**src/rtl/rtc_pkg.sv**
```systemverilog
package rtc_pkg;

    localparam int ADDR_W = 4;
    localparam int DATA_W = 8;

    localparam logic [ADDR_W-1:0] A_CENT  = 4'h1;
    localparam logic [ADDR_W-1:0] A_CTRL  = 4'h8;
    localparam logic [ADDR_W-1:0] A_SECS  = 4'h9;
    localparam logic [ADDR_W-1:0] A_MINS  = 4'hA;
    localparam logic [ADDR_W-1:0] A_HOURS = 4'hB;
    localparam logic [ADDR_W-1:0] A_WDAY  = 4'hC;
    localparam logic [ADDR_W-1:0] A_DATE  = 4'hD;
    localparam logic [ADDR_W-1:0] A_MONTH = 4'hE;
    localparam logic [ADDR_W-1:0] A_YEAR  = 4'hF;

    typedef struct packed {
        logic [7:0] cent;
        logic [7:0] year;
        logic [7:0] month;
        logic [7:0] date;
        logic [7:0] wday;
        logic [7:0] hours;
        logic [7:0] mins;
        logic [7:0] secs;
    } rtc_time_t;

    localparam rtc_time_t TIME_RST = '{cent: 8'h20, year: 8'h00, month: 8'h01,
                                       date: 8'h01, wday: 8'h01, hours: 8'h00,
                                       mins: 8'h00, secs: 8'h00};

    function automatic logic [7:0] bcd_inc(input logic [7:0] v);
        logic [7:0] r;
        if (v[3:0] == 4'd9) r = {v[7:4] + 4'd1, 4'd0};
        else                r = {v[7:4], v[3:0] + 4'd1};
        return r;
    endfunction

    function automatic logic is_leap(input logic [7:0] y);
        logic [6:0] b;
        b = 7'(y[7:4]) * 7'd10 + 7'(y[3:0]);
        return (b[1:0] == 2'b00);
    endfunction

    function automatic logic [7:0] month_len(input logic [7:0] m, input logic [7:0] y);
        logic [7:0] r;
        case (m)
            8'h02:                      r = is_leap(y) ? 8'h29 : 8'h28;
            8'h04, 8'h06, 8'h09, 8'h11: r = 8'h30;
            default:                    r = 8'h31;
        endcase
        return r;
    endfunction

endpackage

```
**src/rtl/rtc_prescaler.sv**
```systemverilog
module rtc_prescaler #(
    parameter int TICK_DIV = 32768
) (
    input  logic clk,
    input  logic rst_n,
    input  logic hold_i,
    output logic tick_o
);
    localparam int CNT_W = (TICK_DIV > 1) ? $clog2(TICK_DIV) : 1;
    localparam logic [CNT_W-1:0] CNT_MAX = CNT_W'(TICK_DIV - 1);

    typedef struct packed {
        logic [CNT_W-1:0] cnt;
    } pre_state_t;

    pre_state_t st_d, st_q;

    always_comb begin
        st_d = st_q;
        if (hold_i)                 st_d.cnt = '0;
        else if (st_q.cnt == CNT_MAX) st_d.cnt = '0;
        else                        st_d.cnt = st_q.cnt + 1'b1;
    end

    always_ff @(posedge clk or negedge rst_n) begin
        if (!rst_n) st_q <= '0;
        else        st_q <= st_d;
    end

    assign tick_o = (st_q.cnt == CNT_MAX) && !hold_i;

    p_cnt_range_r3: assert property (@(posedge clk) disable iff (!rst_n)
        st_q.cnt <= CNT_MAX);

    p_hold_clears_r11: assert property (@(posedge clk) disable iff (!rst_n)
        hold_i |=> (st_q.cnt == '0));

    generate
        if (TICK_DIV > 1) begin : g_gap
            p_tick_gap_r3: assert property (@(posedge clk) disable iff (!rst_n)
                tick_o |=> !tick_o);
        end
    endgenerate

endmodule

```
**src/rtl/rtc_counters.sv**
```systemverilog
module rtc_counters
    import rtc_pkg::*;
(
    input  logic      clk,
    input  logic      rst_n,
    input  logic      tick_i,
    input  logic      load_i,
    input  rtc_time_t load_val_i,
    output rtc_time_t time_o
);
    typedef struct packed {
        rtc_time_t t;
    } cnt_state_t;

    cnt_state_t st_d, st_q;
    rtc_time_t  adv;

    always_comb begin
        logic c_min, c_hr, c_day, c_mon, c_yr;
        adv   = st_q.t;
        c_min = 1'b0;
        c_hr  = 1'b0;
        c_day = 1'b0;
        c_mon = 1'b0;
        c_yr  = 1'b0;

        if (st_q.t.secs == 8'h59) begin
            adv.secs = 8'h00;
            c_min    = 1'b1;
        end else begin
            adv.secs = bcd_inc(st_q.t.secs);
        end

        if (c_min) begin
            if (st_q.t.mins == 8'h59) begin
                adv.mins = 8'h00;
                c_hr     = 1'b1;
            end else begin
                adv.mins = bcd_inc(st_q.t.mins);
            end
        end

        if (c_hr) begin
            if (st_q.t.hours == 8'h23) begin
                adv.hours = 8'h00;
                c_day     = 1'b1;
            end else begin
                adv.hours = bcd_inc(st_q.t.hours);
            end
        end

        if (c_day) begin
            adv.wday = (st_q.t.wday == 8'h07) ? 8'h01 : bcd_inc(st_q.t.wday);
            if (st_q.t.date == month_len(st_q.t.month, st_q.t.year)) begin
                adv.date = 8'h01;
                c_mon    = 1'b1;
            end else begin
                adv.date = bcd_inc(st_q.t.date);
            end
        end

        if (c_mon) begin
            if (st_q.t.month == 8'h12) begin
                adv.month = 8'h01;
                c_yr      = 1'b1;
            end else begin
                adv.month = bcd_inc(st_q.t.month);
            end
        end

        if (c_yr) begin
            if (st_q.t.year == 8'h99) begin
                adv.year = 8'h00;
                adv.cent = (st_q.t.cent == 8'h99) ? 8'h00 : bcd_inc(st_q.t.cent);
            end else begin
                adv.year = bcd_inc(st_q.t.year);
            end
        end
    end

    always_comb begin
        st_d = st_q;
        if (load_i) begin
            st_d.t         = load_val_i;
            st_d.t.secs[7] = 1'b0;
        end else if (tick_i) begin
            st_d.t = adv;
        end
    end

    always_ff @(posedge clk or negedge rst_n) begin
        if (!rst_n) st_q.t <= TIME_RST;
        else        st_q   <= st_d;
    end

    assign time_o = st_q.t;

    p_sec_moves_r3: assert property (@(posedge clk) disable iff (!rst_n)
        tick_i && !load_i |=> time_o.secs != $past(time_o.secs));

    p_sec_wrap_r4: assert property (@(posedge clk) disable iff (!rst_n)
        tick_i && !load_i && (time_o.secs == 8'h59) |=> (time_o.secs == 8'h00));

    p_idle_hold_r11: assert property (@(posedge clk) disable iff (!rst_n)
        !tick_i && !load_i |=> $stable(time_o));

    p_load_takes_r9: assert property (@(posedge clk) disable iff (!rst_n)
        load_i |=> (time_o.mins == $past(load_val_i.mins)) && (time_o.year == $past(load_val_i.year)));

endmodule

```
**src/rtl/rtc_shadow.sv**
```systemverilog
module rtc_shadow
    import rtc_pkg::*;
(
    input  logic              clk,
    input  logic              rst_n,
    input  logic [ADDR_W-1:0] addr_i,
    input  logic [DATA_W-1:0] wdata_i,
    input  logic              wr_i,
    input  logic              rd_i,
    input  logic              tick_i,
    input  rtc_time_t         live_i,
    output rtc_time_t         user_o,
    output logic              stop_o,
    output logic              load_o,
    output logic [DATA_W-1:0] rdata_o
);
    typedef struct packed {
        rtc_time_t         sh;
        logic              snap;
        logic              set;
        logic              stop;
        logic              pend;
        logic [DATA_W-1:0] rdata;
    } sh_state_t;

    sh_state_t         st_d, st_q;
    logic              frozen;
    logic [DATA_W-1:0] rd_mux;

    assign frozen = st_q.snap || st_q.set;

    always_comb begin
        case (addr_i)
            A_CTRL:  rd_mux = {st_q.set, st_q.snap, 6'b0};
            A_SECS:  rd_mux = {st_q.stop, st_q.sh.secs[6:0]};
            A_MINS:  rd_mux = st_q.sh.mins;
            A_HOURS: rd_mux = st_q.sh.hours;
            A_WDAY:  rd_mux = st_q.sh.wday;
            A_DATE:  rd_mux = st_q.sh.date;
            A_MONTH: rd_mux = st_q.sh.month;
            A_YEAR:  rd_mux = st_q.sh.year;
            A_CENT:  rd_mux = st_q.sh.cent;
            default: rd_mux = '0;
        endcase
    end

    always_comb begin
        st_d      = st_q;
        st_d.pend = tick_i;
        if (st_q.pend && !frozen) begin
            st_d.sh         = live_i;
            st_d.sh.secs[7] = 1'b0;
        end
        if (wr_i) begin
            case (addr_i)
                A_CTRL: begin
                    st_d.set  = wdata_i[7];
                    st_d.snap = wdata_i[6];
                end
                A_SECS: begin
                    st_d.stop    = wdata_i[7];
                    st_d.sh.secs = {1'b0, wdata_i[6:0]};
                end
                A_MINS:  st_d.sh.mins  = wdata_i;
                A_HOURS: st_d.sh.hours = wdata_i;
                A_WDAY:  st_d.sh.wday  = wdata_i;
                A_DATE:  st_d.sh.date  = wdata_i;
                A_MONTH: st_d.sh.month = wdata_i;
                A_YEAR:  st_d.sh.year  = wdata_i;
                A_CENT:  st_d.sh.cent  = wdata_i;
                default: ;
            endcase
        end
        if (rd_i) st_d.rdata = rd_mux;
    end

    always_ff @(posedge clk or negedge rst_n) begin
        if (!rst_n) begin
            st_q.sh    <= TIME_RST;
            st_q.snap  <= 1'b0;
            st_q.set   <= 1'b0;
            st_q.stop  <= 1'b0;
            st_q.pend  <= 1'b0;
            st_q.rdata <= '0;
        end else begin
            st_q <= st_d;
        end
    end

    assign load_o  = wr_i && (addr_i == A_CTRL) && !wdata_i[7] && st_q.set;
    assign user_o  = st_q.sh;
    assign stop_o  = st_q.stop;
    assign rdata_o = st_q.rdata;

    p_frozen_hold_r7: assert property (@(posedge clk) disable iff (!rst_n)
        frozen && !wr_i |=> $stable(st_q.sh));

    p_copy_all_r3: assert property (@(posedge clk) disable iff (!rst_n)
        st_q.pend && !frozen && !wr_i |=>
            (st_q.sh.mins == $past(live_i.mins)) && (st_q.sh.date == $past(live_i.date)));

    p_load_ends_set_r9: assert property (@(posedge clk) disable iff (!rst_n)
        load_o |=> !st_q.set);

    p_ctrl_low_zero_r12: assert property (@(posedge clk) disable iff (!rst_n)
        rd_i && (addr_i == A_CTRL) |=> (rdata_o[5:0] == 6'b0));

endmodule

```
**src/rtl/rtc_shadow_top.sv**
```systemverilog
module rtc_shadow_top
    import rtc_pkg::*;
#(
    parameter int TICK_DIV = 32768
) (
    input  logic              clk,
    input  logic              rst_n,
    input  logic [ADDR_W-1:0] bus_addr,
    input  logic [DATA_W-1:0] bus_wdata,
    input  logic              bus_wr,
    input  logic              bus_rd,
    output logic [DATA_W-1:0] bus_rdata
);
    logic      tick;
    logic      load;
    logic      stop;
    logic      pre_hold;
    rtc_time_t live_t;
    rtc_time_t user_t;

    assign pre_hold = stop || load;

    rtc_prescaler #(.TICK_DIV(TICK_DIV)) u_pre (
        .clk    (clk),
        .rst_n  (rst_n),
        .hold_i (pre_hold),
        .tick_o (tick)
    );

    rtc_counters u_cnt (
        .clk        (clk),
        .rst_n      (rst_n),
        .tick_i     (tick),
        .load_i     (load),
        .load_val_i (user_t),
        .time_o     (live_t)
    );

    rtc_shadow u_sh (
        .clk     (clk),
        .rst_n   (rst_n),
        .addr_i  (bus_addr),
        .wdata_i (bus_wdata),
        .wr_i    (bus_wr),
        .rd_i    (bus_rd),
        .tick_i  (tick),
        .live_i  (live_t),
        .user_o  (user_t),
        .stop_o  (stop),
        .load_o  (load),
        .rdata_o (bus_rdata)
    );

    p_stop_no_tick_r11: assert property (@(posedge clk) disable iff (!rst_n)
        stop |-> !tick);

endmodule

```
**config.mk**
```make
export PLATFORM = sky130hd
export DESIGN_NAME = rtc_shadow_top
export DESIGN_NICKNAME = d
export VERILOG_FILES = /design/src/rtl/rtc_pkg.sv /design/src/rtl/rtc_prescaler.sv /design/src/rtl/rtc_counters.sv /design/src/rtl/rtc_shadow.sv /design/src/rtl/rtc_shadow_top.sv
export SDC_FILE = /design/constraint.sdc
export NUM_CORES = 1
export LEC_CHECK = 0
export ABC_AREA = 1
export BUFFER_PORTS_ARGS = -buffer_cell sky130_fd_sc_hd__buf_4
export CAP_MARGIN = 20
export CORE_MARGIN = 3
export CORE_UTILIZATION = 62
export CTS_CLUSTER_DIAMETER = 120
export DETAILED_ROUTE_END_ITERATION = 12
export PLACE_DENSITY = 0.79
export SLEW_MARGIN = 25
export SYNTH_ARGS = -nofsm -noshare
export SYNTH_HDL_FRONTEND = slang
export SYNTH_SLANG_ARGS = --single-unit
```
**constraint.sdc**
```tcl
create_clock -name clk -period 2.55 [get_ports clk]
set_input_delay 0.51 -clock clk [delete_from_list [all_inputs] [get_ports clk]]
set_output_delay 0.51 -clock clk [all_outputs]
set_load 0.02 [all_outputs]
```
# After elaboration in Yosys (flattened, before gate mapping)

Index checks and enable logic that the tools add are counted.

Add/sub/neg operators: 18
Multiply operators: 1
Equal/unequal tests: 31
Mux-type cells: 51
Reduce and logical (&&, ||, !) cells: 43

Operators by type and width:

| operator                                            | number |
|---|---|
| two-way mux 8 bit                                   | 29 |
| two-way mux 64 bit                                  | 3 |
| case mux 8 bit (9 select lines)                     | 1 |
| two-way mux 67 bit                                  | 1 |
| adder 4 x 1 -> 4 bit, second input constant         | 16 |
| equality test 4 bit, second input constant          | 16 |
| two-way mux 16 bit                                  | 2 |
| two-way mux 15 bit                                  | 2 |
| equality test 8 x 3 -> 1 bit, second input constant | 3 |
| nonzero test 3 bit                                  | 8 |
| AND reduction 3 bit                                 | 7 |
| equality test 8 x 5 -> 1 bit, second input constant | 2 |
| equality test 8 x 7 -> 1 bit, second input constant | 2 |
| equality test 8 bit, second input constant          | 2 |
| case mux 8 bit (2 select lines)                     | 1 |
| AND reduction 2 bit                                 | 8 |
| adder 15 x 1 -> 15 bit, second input constant       | 1 |
| equality test 15 bit, second input constant         | 1 |
| nonzero test 2 bit                                  | 7 |
| two-way mux 1 bit                                   | 11 |
| equality test 8 x 2 -> 1 bit, second input constant | 1 |
| equality test 8 x 4 -> 1 bit, second input constant | 1 |
| equality test 8 x 6 -> 1 bit, second input constant | 1 |
| equality test 8 bit                                 | 1 |
| other kinds (10)                                    | 17 |

Flip-flop bits (word level): 155
Logic and storage cells: 174

# Longest topological paths before layout

Gate-level depths: netlist of the first run.

Word-level depth: 13
Mapped depth: 15

# Modules after synthesis

Synthesis of the first run repeated with hierarchy kept, for this count alone.

Cells, all modules: 1254
Area, all modules: 9644.2 um^2

Modules (own cells, without submodules):

| module         | instances | cells an instance | area an instance (um^2) | sequential area each (um^2) |
|---|---|---|---|---|
| rtc_shadow     | 1         | 574               | 4421.7                  | 1906.8 |
| rtc_counters   | 1         | 569               | 4398.0                  | 1606.5 |
| rtc_prescaler  | 1         | 108               | 813.3                   | 375.4 |
| rtc_shadow_top | 1         | 3                 | 11.3                    | 0.0 |

# Worst setup path after synthesis of the first run

OpenSTA, ideal clock, no wires.

Path type: input port to flip-flop
From: input port bus_wr
To: register u_cnt.st_q (netlist bit u_cnt.time_o[6])
Setup time: 0.125 ns
Data arrival time: 1.949 ns
Required time: 2.425 ns
Slack: 0.476 ns
Stages on the path: 9
Path buffers: 2
Cell sequence: buf_2 -> nand3_2 -> nor3_4 -> nor2_2 -> nand2_2 -> nand2_1 -> buf_6 -> nand2_2 -> mux2_2

Cells in the longest elaborated chain, start to end: 8
Elaborated cells between the ends (all ways): 10
Those cells by class: mux (1); reduce/logical (9)

RTL lines:

| element                            | RTL line             | text |
|---|---|---|
| start, declared                    | rtc_shadow_top.sv:10 | `input logic bus_wr,` |
| logical AND 1 bit (*) (3 in a row) | rtc_shadow.sv:90     | `assign load_o = wr_i && (addr_i == A_CTRL) && !wdata_i[7] && st_q.set;` |
| logical OR 1 bit                   | rtc_shadow_top.sv:21 | `assign pre_hold = stop \|\| load;` |
| zero test 1 bit                    | rtc_prescaler.sv:30  | `assign tick_o = (st_q.cnt == CNT_MAX) && !hold_i;` |
| logical AND 1 bit                  | rtc_prescaler.sv:30  |  |
| nonzero test 2 bit (no line)       | --                   |  |
| AND reduction 2 bit (no line)      | --                   |  |
| end signal, assigned               | rtc_counters.sv:93   | `else st_q <= st_d;` |
| end, declared                      | rtc_counters.sv:15   | `cnt_state_t st_d, st_q;` |

Every way passes the cells marked *; elsewhere a longest branch is shown, timed or not.
A chain may end at the register's enable or synchronous reset.

# Final worst setup path of the first run

From: register u_cnt.st_q (netlist bit u_cnt.time_o[13])
To: register u_cnt.st_q (netlist bit u_cnt.time_o[60])

Cells in the longest elaborated chain, start to end: 8

RTL lines:

| element                       | RTL line           | text |
|---|---|---|
| equality test 8 x 7 -> 1 bit  | rtc_counters.sv:35 | `if (st_q.t.mins == 8'h59) begin` |
| two-way mux 1 bit             | rtc_counters.sv:35 |  |
| two-way mux 1 bit             | rtc_counters.sv:34 | `if (c_min) begin` |
| two-way mux 1 bit             | rtc_counters.sv:43 | `if (c_hr) begin` |
| two-way mux 1 bit             | rtc_counters.sv:52 | `if (c_day) begin` |
| two-way mux 1 bit             | rtc_counters.sv:62 | `if (c_mon) begin` |
| nonzero test 2 bit (no line)  | --                 |  |
| AND reduction 4 bit (no line) | --                 |  |

Every way passes these cells.

==> results of run 1 <==
cell usage after synthesis:
library cell                  n
sky130_fd_sc_hd__a211oi_1     1
sky130_fd_sc_hd__a21o_1       1
sky130_fd_sc_hd__a21oi_1     26
sky130_fd_sc_hd__a21oi_2      1
sky130_fd_sc_hd__a221oi_1     4
sky130_fd_sc_hd__a22oi_1      8
sky130_fd_sc_hd__a31oi_1      6
sky130_fd_sc_hd__and3_1       2
sky130_fd_sc_hd__buf_1        1
sky130_fd_sc_hd__buf_2       10
sky130_fd_sc_hd__buf_4        9
sky130_fd_sc_hd__buf_6        1
sky130_fd_sc_hd__clkbuf_1    26
sky130_fd_sc_hd__clkinv_1     2
sky130_fd_sc_hd__dfrtp_1    146
sky130_fd_sc_hd__dfstp_2      8
sky130_fd_sc_hd__ha_1        31
sky130_fd_sc_hd__inv_1      162
sky130_fd_sc_hd__inv_2        2
sky130_fd_sc_hd__mux2_1       1
sky130_fd_sc_hd__mux2_2       4
sky130_fd_sc_hd__nand2_1    230
sky130_fd_sc_hd__nand2_2      3
sky130_fd_sc_hd__nand2_4      1
sky130_fd_sc_hd__nand3_1     62
sky130_fd_sc_hd__nand3_2      1
sky130_fd_sc_hd__nand4_1     27
sky130_fd_sc_hd__nor2_1      68
sky130_fd_sc_hd__nor2_2       3
sky130_fd_sc_hd__nor2_4       3
sky130_fd_sc_hd__nor3_1      11
sky130_fd_sc_hd__nor3_4       1
sky130_fd_sc_hd__nor4_1       1
sky130_fd_sc_hd__o2111ai_1    3
sky130_fd_sc_hd__o211ai_1    59
sky130_fd_sc_hd__o21a_1       1
sky130_fd_sc_hd__o21ai_0    121
sky130_fd_sc_hd__o21ai_1      5
sky130_fd_sc_hd__o21ai_2      1
sky130_fd_sc_hd__o221ai_1     3
sky130_fd_sc_hd__o22ai_1     40
sky130_fd_sc_hd__o31ai_1      5
sky130_fd_sc_hd__xnor2_1     10
sky130_fd_sc_hd__xor2_1      23
through the flow:
stage          total power, mW  cell area, sq um  hold slack, ps
2_1_floorplan             3.65              8950             214
3_3_place_gp              3.98              9360             448
3_5_place_dp              4.02              9360             461
4_1_cts                   6.70              9980            33.5
5_1_grt                   6.99             10000            42.4
6_report                  6.70             10000            20.0
worst reg2reg max path, delay by kind of cell, from the launching register on:
kind	cells	cell delay, ps
DFF	1	430
and+or+nand+nor	9	1390
buffers and inverters	2	290
adders and majority gates	1	140
flip-flops by register name (all words and copies together) (netlist names):
register and flops:
u_cnt.time_o 64, u_sh.user_o 63, u_pre.st_q 15, u_sh.rdata_o 8, u_sh.st_q 3, u_sh.stop_o 1
worst max path at each step:
stage                              endpoint                    startpoint  cells after the start  slack, ps
2_1_floorplan   u_cnt.time_o[6]$_DFFE_PN0P_                        bus_wr                      9        480
3_3_place_gp   u_cnt.time_o[10]$_DFFE_PN0P_                   bus_addr[0]                      9        230
3_5_place_dp   u_cnt.time_o[22]$_DFFE_PN0P_                   bus_addr[0]                     12        130
4_1_cts        u_cnt.time_o[22]$_DFFE_PN0P_       u_pre.st_q[0]$_DFF_PN0_                     12        100
5_1_grt        u_cnt.time_o[57]$_DFFE_PN0P_  u_cnt.time_o[13]$_DFFE_PN0P_                     12        -30
6_report       u_cnt.time_o[60]$_DFFE_PN0P_  u_cnt.time_o[13]$_DFFE_PN0P_                     12        190
repair_timing:
action                                  in CTS  in global routing
endpoints found under the setup margin       0                 52
setup buffers                                0                  3
hold buffers                                 0                  0
endpoints found under the hold margin        0                  0
resized for setup                            0                  8
layout by cell type (no fill, tap or decap), types with 27 or more instances in the layout:
| cell | n |
|---|---|
| sky130_fd_sc_hd__nand3_1 | 61 |
| sky130_fd_sc_hd__o211ai_1 | 59 |
| sky130_fd_sc_hd__o21ai_0 | 121 |
| sky130_fd_sc_hd__nand4_1 | 27 |
| sky130_fd_sc_hd__buf_4 | 45 |
| sky130_fd_sc_hd__nor2_1 | 65 |
| sky130_fd_sc_hd__dfrtp_1 | 146 |
| sky130_fd_sc_hd__inv_1 | 162 |
| sky130_fd_sc_hd__nand2_1 | 229 |
| sky130_fd_sc_hd__ha_1 | 31 |
| sky130_fd_sc_hd__o22ai_1 | 40 |
metal layers:
| layer | track usage [%] | vias up | routed length, um |
|---|---|---|---|
| li1 | - | 3879 | - |
| met1 | 45.5 | 3958 | 10500 |
| met2 | 49.5 | 420 | 11400 |
| met3 | 6.62 | 72 | 2180 |
| met4 | 13.4 | 0 | 922 |
| met5 | 0 | - | 0 |
power groups by stage:
stage	registers (mW)	logic (mW)	clock network, mW
floorplan	2.93	0.718	0
global placement	2.98	0.993	0
detailed placement	2.99	1.03	0
CTS	2.95	1.04	2.71
global route	2.99	1.19	2.81
finish	2.96	1.05	2.69
area by class of cell:
type / count / area, sq um / share of cell area [%]
Sequential cell: 154 / 3860 / 38.5
Clock buffer: 20 / 447 / 4.45
Clock inverter: 12 / 173 / 1.72
Timing Repair Buffer: 50 / 429 / 4.28
Inverter: 166 / 623 / 6.21
Tap cell: 180 / 225 / 2.24
Multi-Input combinational cell: 767 / 4270 / 42.6
cell families after synthesis:
family                     Yosys count  share of synthesized area [%]
and+or+nand+nor                    413                           19.9
AOI/OAI and AO/OA                  285                           19.2
buffers and inverters              213                           9.54
DFF                                154                           43.2
xor gates and xnor gates            33                           3.23
adders and majority gates           31                           4.34
muxes                                5                          0.629
==> metrics.txt, run 1 <==
# TYPE chip_impl_metric gauge
chip_impl_info{name="run_status",value="complete, no violations"} 1
chip_impl_metric{name="cts.htree.levels",unit=""} 4
chip_impl_info{name="synth_top_area_cell",value="sky130_fd_sc_hd__dfrtp_1"} 1
chip_impl_metric{name="pin_count_of_the_biggest_net_entering_global_routing",unit=""} 60
chip_impl_metric{name="post_drt_via_cell_ratio",unit=""} 6.17
chip_impl_info{name="criticalPathCategory",value="register to register"} 1
chip_impl_metric{name="critical-path-max-stage-delay",unit="ps"} 430
chip_impl_metric{name="powerDensity",unit="nW/um^2"} 668
chip_impl_metric{name="synth.distinct_cells",unit=""} 44
chip_impl_metric{name="post_synthesis_sequential_element_count",unit=""} 154
chip_impl_info{name="crit_chain",value="inv_1 -> ha_1 -> nand3_1 -> nor2_1 -> nand2_1 -> nor2_2 -> nand4_1 -> nand2_1 -> buf_4 -> nand3_1 -> nand2_1 -> nand2_1"} 1
chip_impl_metric{name="synthesis.yosys.warnings",unit=""} 0
chip_impl_metric{name="arrival",unit="ps"} 2680
chip_impl_metric{name="antenna_cells_inserted",unit=""} 0
chip_impl_metric{name="die-height",unit="um"} 126
chip_impl_metric{name="combinationalPowerShare",unit="%"} 15.7
chip_impl_metric{name="port-buffer-count",unit=""} 23
chip_impl_metric{name="cts_made_buffers",unit=""} 17
chip_impl_info{name="hold_path_class",value="input port to async pin"} 1
chip_impl_metric{name="final-setup-viol-count",unit=""} 0
chip_impl_metric{name="start_util",unit="%"} 64.0
chip_impl_metric{name="detailedRoute.firstPassIterationCount",unit=""} 6
chip_impl_metric{name="crit_fanout",unit=""} 15
chip_impl_metric{name="fin_crit",unit="ps"} 2360
chip_impl_metric{name="yosysTopAreaCellShare",unit="%"} 40.8
chip_impl_metric{name="regToRegSetupSlack",unit="ps"} 190
chip_impl_metric{name="timing.slew.headroom",unit="%"} 60.9
chip_impl_metric{name="clkTransAtPathRegs",unit="ps"} 60
chip_impl_metric{name="synth.avg_cell_area",unit="sq um"} 7.89
chip_impl_info{name="r2r_end",value="u_cnt.time_o[60]$_DFFE_PN0P_"} 1
chip_impl_metric{name="finalClockSkew",unit="ps"} 6.68
chip_impl_metric{name="finish.utilization",unit="%"} 71.7
chip_impl_info{name="worst_path_dominant_cell_family",value="simple AND/OR/NAND/NOR gates"} 1
chip_impl_metric{name="routed_wirelength",unit="um"} 25000
chip_impl_metric{name="layout.filler_cells",unit=""} 1060
chip_impl_metric{name="netSwitchingFraction",unit="%"} 28.5
chip_impl_metric{name="power_report.internal_total",unit="mW"} 4.80
chip_impl_metric{name="boundaryPins",unit=""} 24
chip_impl_metric{name="antenna_violations_before_repair",unit=""} 1
chip_impl_metric{name="vias",unit=""} 8329
chip_impl_info{name="timing.critical_path.to_type",value="register"} 1
chip_impl_metric{name="first_pass_grt_wire_length",unit="um"} 40600
chip_impl_metric{name="clock-sinks",unit=""} 154
chip_impl_metric{name="clk_path_buf_depth",unit=""} 2
chip_impl_metric{name="p_sw",unit="mW"} 1.91
chip_impl_info{name="clockRootBuffer",value="sky130_fd_sc_hd__clkbuf_16"} 1
chip_impl_metric{name="static_leakage",unit="nW"} 4.92
chip_impl_info{name="tritoncts",value="yes"} 1
chip_impl_metric{name="drv_slew",unit=""} 0
chip_impl_metric{name="clk_latency",unit="ps"} 430
chip_impl_metric{name="dp.cells",unit=""} 1314
chip_impl_metric{name="synthesis.area",unit="sq um"} 8950
chip_impl_info{name="critPathLaunchType",value="register"} 1
chip_impl_metric{name="maximum_frequency_from_static_timing_analysis",unit="MHz"} 423
chip_impl_metric{name="vdd_ir_drop_max",unit="V"} 0.000515
chip_impl_metric{name="layoutNonFillerInstCount",unit=""} 1349
chip_impl_metric{name="final_period_util",unit="%"} 92.7
chip_impl_metric{name="synth_cells",unit=""} 1134
chip_impl_metric{name="drt.antenna.violating_nets",unit=""} 0
chip_impl_info{name="ys_top_cells_by_area",value="sky130_fd_sc_hd__dfrtp_1, sky130_fd_sc_hd__nand2_1, sky130_fd_sc_hd__inv_1, sky130_fd_sc_hd__o21ai_0, sky130_fd_sc_hd__o211ai_1"} 1
chip_impl_metric{name="seq_power_share",unit="%"} 44.2
chip_impl_metric{name="drtIter0Drc",unit=""} 1007
chip_impl_metric{name="timing.critical_path.buf_inv",unit=""} 2
chip_impl_metric{name="dieArea",unit="sq um"} 15900
chip_impl_metric{name="drive_above_1_share",unit="%"} 9.84
chip_impl_metric{name="critical_path_required",unit="ps"} 2870
chip_impl_info{name="critical_path.slowest_cell",value="sky130_fd_sc_hd__dfrtp_1"} 1
chip_impl_info{name="cp_common_cell",value="sky130_fd_sc_hd__nand2_1"} 1
chip_impl_metric{name="place_worst_setup_slack",unit="ps"} 131
chip_impl_metric{name="drv.max_cap_violation_count",unit=""} 0
chip_impl_metric{name="nNetsFinal",unit=""} 1203
chip_impl_metric{name="clkPwrFrac",unit="%"} 40.1
chip_impl_metric{name="layout_setup_ws",unit="ps"} 187
chip_impl_metric{name="gp_congestion",unit=""} 0.959
chip_impl_metric{name="globalRoute.totalOverflow",unit=""} 0
chip_impl_metric{name="wl_per_cell",unit="um"} 18.5
chip_impl_metric{name="fp.dieW",unit="um"} 126
chip_impl_metric{name="grt_pass1_vias",unit=""} 7731
chip_impl_info{name="rr_startpoint",value="u_cnt.time_o[13]$_DFFE_PN0P_"} 1
chip_impl_metric{name="worst_slew_pin_tran",unit="ps"} 585
chip_impl_metric{name="synth_sequential_area_ratio",unit="%"} 43.2
chip_impl_metric{name="drc",unit=""} 0
chip_impl_metric{name="hpwl_dp",unit="um"} 17300
chip_impl_metric{name="aggregate_global_route_resource_usage",unit="%"} 32.4
chip_impl_metric{name="final.setup.tns",unit="ps"} 0
chip_impl_metric{name="worstRegToRegCells",unit=""} 12
chip_impl_metric{name="floorplan.core_area",unit="sq um"} 14000
chip_impl_metric{name="synthToLayoutAreaGrowth",unit="%"} 12.1
chip_impl_metric{name="syn_nets",unit=""} 1181
chip_impl_metric{name="finalHoldViolCount",unit=""} 0
chip_impl_metric{name="row_count",unit=""} 43
(Power assumes the default switching activity.)
==> run 2: changes to the inputs <==
--- a/config.mk
+++ b/config.mk
@@ -13,6 +13,7 @@
 export CTS_CLUSTER_DIAMETER = 120
 export DETAILED_ROUTE_END_ITERATION = 12
 export PLACE_DENSITY = 0.79
+export REMOVE_ABC_BUFFERS = 1
 export SLEW_MARGIN = 25
 export SYNTH_ARGS = -nofsm -noshare
 export SYNTH_HDL_FRONTEND = slang
==> run 2 against run 1 <==
Net effect: hold slack better by 14 ps; clock power up 3%; final cell count fell by 0.37%; sequential share of layout area rose by 0.072 points; first-iteration DRC count shrank 0.40%.
==> metrics.txt, run 2 (synthesized netlist as in run 1, its figures left out) <==
# TYPE chip_impl_metric gauge
chip_impl_metric{name="globalRoute.totalOverflow",unit=""} 0
chip_impl_metric{name="wl_per_cell",unit="um"} 18.2
chip_impl_metric{name="antenna_violations_before_repair",unit=""} 1
chip_impl_info{name="crit_chain",value="inv_1 -> ha_1 -> nand3_1 -> nor2_1 -> nand2_1 -> nor2_1 -> nand3_1 -> nand2_1 -> nand2_1 -> inv_1 -> nand2_1 -> o21ai_1"} 1
chip_impl_metric{name="antenna_cells_inserted",unit=""} 0
chip_impl_info{name="critPathLaunchType",value="register"} 1
chip_impl_metric{name="layoutNonFillerInstCount",unit=""} 1344
chip_impl_info{name="hold_path_class",value="input port to async pin"} 1
chip_impl_metric{name="multiInputGateArea",unit="sq um"} 4260
chip_impl_info{name="final_common_cell",value="sky130_fd_sc_hd__nand2_1"} 1
chip_impl_metric{name="nNetsFinal",unit=""} 1199
chip_impl_metric{name="static_leakage",unit="nW"} 4.92
chip_impl_metric{name="hpwl_dp",unit="um"} 16900
chip_impl_metric{name="drc",unit=""} 0
chip_impl_metric{name="cts_setup_buffers",unit=""} 0
chip_impl_metric{name="routed_wirelength",unit="um"} 24400
chip_impl_metric{name="powerDensity",unit="nW/um^2"} 678
chip_impl_metric{name="drv_slew",unit=""} 0
chip_impl_info{name="final_cell_mix",value="sky130_fd_sc_hd__nand2_1, sky130_fd_sc_hd__inv_1, sky130_fd_sc_hd__dfrtp_1"} 1
chip_impl_metric{name="crit_fanout",unit=""} 6
chip_impl_metric{name="clkTransAtPathRegs",unit="ps"} 60
chip_impl_metric{name="regToRegSetupSlack",unit="ps"} 250
chip_impl_metric{name="largest_register_ffs",unit=""} 64
chip_impl_metric{name="first_pass_grt_wire_length",unit="um"} 39900
chip_impl_metric{name="worstRegToRegCells",unit=""} 12
chip_impl_metric{name="critical_path_required",unit="ps"} 2900
chip_impl_metric{name="ff_latch_area",unit="sq um"} 3860
chip_impl_metric{name="synthToLayoutAreaGrowth",unit="%"} 11.9
chip_impl_metric{name="clock-sinks",unit=""} 154
chip_impl_info{name="unrepaired_setup_endpoints_after_global_routing",value="no"} 1
chip_impl_metric{name="vias",unit=""} 8187
chip_impl_metric{name="maximum_frequency_from_static_timing_analysis",unit="MHz"} 434
chip_impl_metric{name="fin_crit",unit="ps"} 2300
chip_impl_metric{name="cts.htree.levels",unit=""} 4
chip_impl_metric{name="layout.filler_cells",unit=""} 1128
chip_impl_metric{name="port-buffer-count",unit=""} 23
chip_impl_metric{name="cts_made_buffers",unit=""} 17
chip_impl_metric{name="boundaryPins",unit=""} 24
chip_impl_metric{name="worst_slew_pin_tran",unit="ps"} 616
chip_impl_info{name="critical_path.slowest_cell",value="sky130_fd_sc_hd__dfrtp_1"} 1
chip_impl_metric{name="clk_latency",unit="ps"} 430
chip_impl_info{name="tritoncts",value="yes"} 1
chip_impl_info{name="rr_startpoint",value="u_cnt.time_o[13]$_DFFE_PN0P_"} 1
chip_impl_metric{name="critical-path-max-stage-delay",unit="ps"} 410
chip_impl_info{name="worstSetupStartpoint",value="u_cnt.time_o[13]$_DFFE_PN0P_"} 1
chip_impl_metric{name="aggregate_global_route_resource_usage",unit="%"} 31.6
chip_impl_metric{name="gp_congestion",unit=""} 0.951
chip_impl_metric{name="die-height",unit="um"} 126
chip_impl_info{name="setup.worst_path.end",value="u_cnt.time_o[40]$_DFFE_PN1P_"} 1
chip_impl_metric{name="dieArea",unit="sq um"} 15900
chip_impl_info{name="run_status",value="complete, no violations"} 1
chip_impl_metric{name="dp.cells",unit=""} 1313
chip_impl_metric{name="row_count",unit=""} 43
chip_impl_info{name="clockRootBuffer",value="sky130_fd_sc_hd__clkbuf_16"} 1
chip_impl_metric{name="post_drt_via_cell_ratio",unit=""} 6.09
chip_impl_metric{name="worst_hold_slack",unit="ps"} 34.4
chip_impl_metric{name="start_util",unit="%"} 64.0
chip_impl_metric{name="final-setup-viol-count",unit=""} 0
chip_impl_metric{name="floorplan.core_area",unit="sq um"} 14000
chip_impl_info{name="criticalPathCategory",value="register to register"} 1
chip_impl_info{name="timing.critical_path.to_type",value="register"} 1
chip_impl_metric{name="finalHoldViolCount",unit=""} 0
chip_impl_info{name="cp_common_cell",value="sky130_fd_sc_hd__nand2_1"} 1
chip_impl_metric{name="arrival",unit="ps"} 2660
chip_impl_metric{name="detailedRoute.firstPassIterationCount",unit=""} 5
chip_impl_metric{name="final_period_util",unit="%"} 90.3
chip_impl_metric{name="pin_count_of_the_biggest_net_entering_global_routing",unit=""} 106
chip_impl_metric{name="fp.dieW",unit="um"} 126
chip_impl_info{name="r2r_end",value="u_cnt.time_o[40]$_DFFE_PN1P_"} 1
chip_impl_metric{name="drv.max_cap_violation_count",unit=""} 0
chip_impl_metric{name="drive_above_1_share",unit="%"} 9.19
chip_impl_metric{name="drt.antenna.violating_nets",unit=""} 0
chip_impl_metric{name="vdd_ir_drop_max",unit="V"} 0.000543
chip_impl_metric{name="finalClockSkew",unit="ps"} 9.67
chip_impl_metric{name="clk_path_buf_depth",unit=""} 2
chip_impl_metric{name="grt_pass1_vias",unit=""} 7745
chip_impl_metric{name="ctsHoldBuffers",unit=""} 0
chip_impl_metric{name="cts.repair.resized",unit=""} 0
chip_impl_metric{name="drtIter0Drc",unit=""} 1003
chip_impl_metric{name="timing.slew.headroom",unit="%"} 58.8
run 2: routing by layer:
layer | share of wire (%) | wire (um) | track usage (%)
met1 | 41 | 10100 | 42.6
met4 | 2.8 | 685 | 10.4
met3 | 9.0 | 2190 | 8.74
met2 | 47 | 11500 | 49.8
met5 | 0.053 | 13 | 0
run 2: worst min-delay path by stage:
stage | from | end | slack, ps
after floorplan | rst_n | u_cnt.time_o[0]$_DFFE_PN0P_ | 210
after global placement | u_pre.st_q[0]$_DFF_PN0_ | u_pre.st_q[0]$_DFF_PN0_ | 440
after detailed placement | u_pre.st_q[0]$_DFF_PN0_ | u_pre.st_q[0]$_DFF_PN0_ | 460
after CTS | rst_n | u_pre.st_q[10]$_DFF_PN0_ | 50
after global routing | rst_n | u_pre.st_q[3]$_DFF_PN0_ | 70
final | rst_n | u_pre.st_q[4]$_DFF_PN0_ | 30
run 2: area by class of cell:
class / instances / area share (%)
Sequential cell: 154 / 38.6
Clock buffer: 25 / 5.15
Clock inverter: 6 / 1.32
Multi-Input combinational cell: 767 / 42.5
Timing Repair Buffer: 46 / 3.99
Tap cell: 180 / 2.25
Inverter: 166 / 6.22
run 2: critical path: cells and delay by family, from the launching register on:
kind	cells	cell delay, ps
buffers and inverters	2	260
AOI/OAI and AO/OA	1	90
adders and majority gates	1	140
and+or+nand+nor	8	1320
DFF	1	410
run 2: power by group:
part           internal [mW]  switching, mW
Sequential              2.76          0.210
Combinational          0.384          0.667
Clock                   1.79          0.982
Total                   4.93           1.86
run 2: stage by stage:
stage          total power [mW]  setup TNS (ps)  setup WS (ps)  utilization [%]  cell area (sq um)
3_3_place_gp               3.98               0            196             66.9               9350
2_1_floorplan              3.61         -107830           -971                -               8720
4_1_cts                    6.79               0            176             71.5              10000
5_1_grt                    7.09               0           13.5             71.6              10000
6_report                   6.79               0            247             71.6              10000
3_5_place_dp               4.02               0            162             66.9               9350
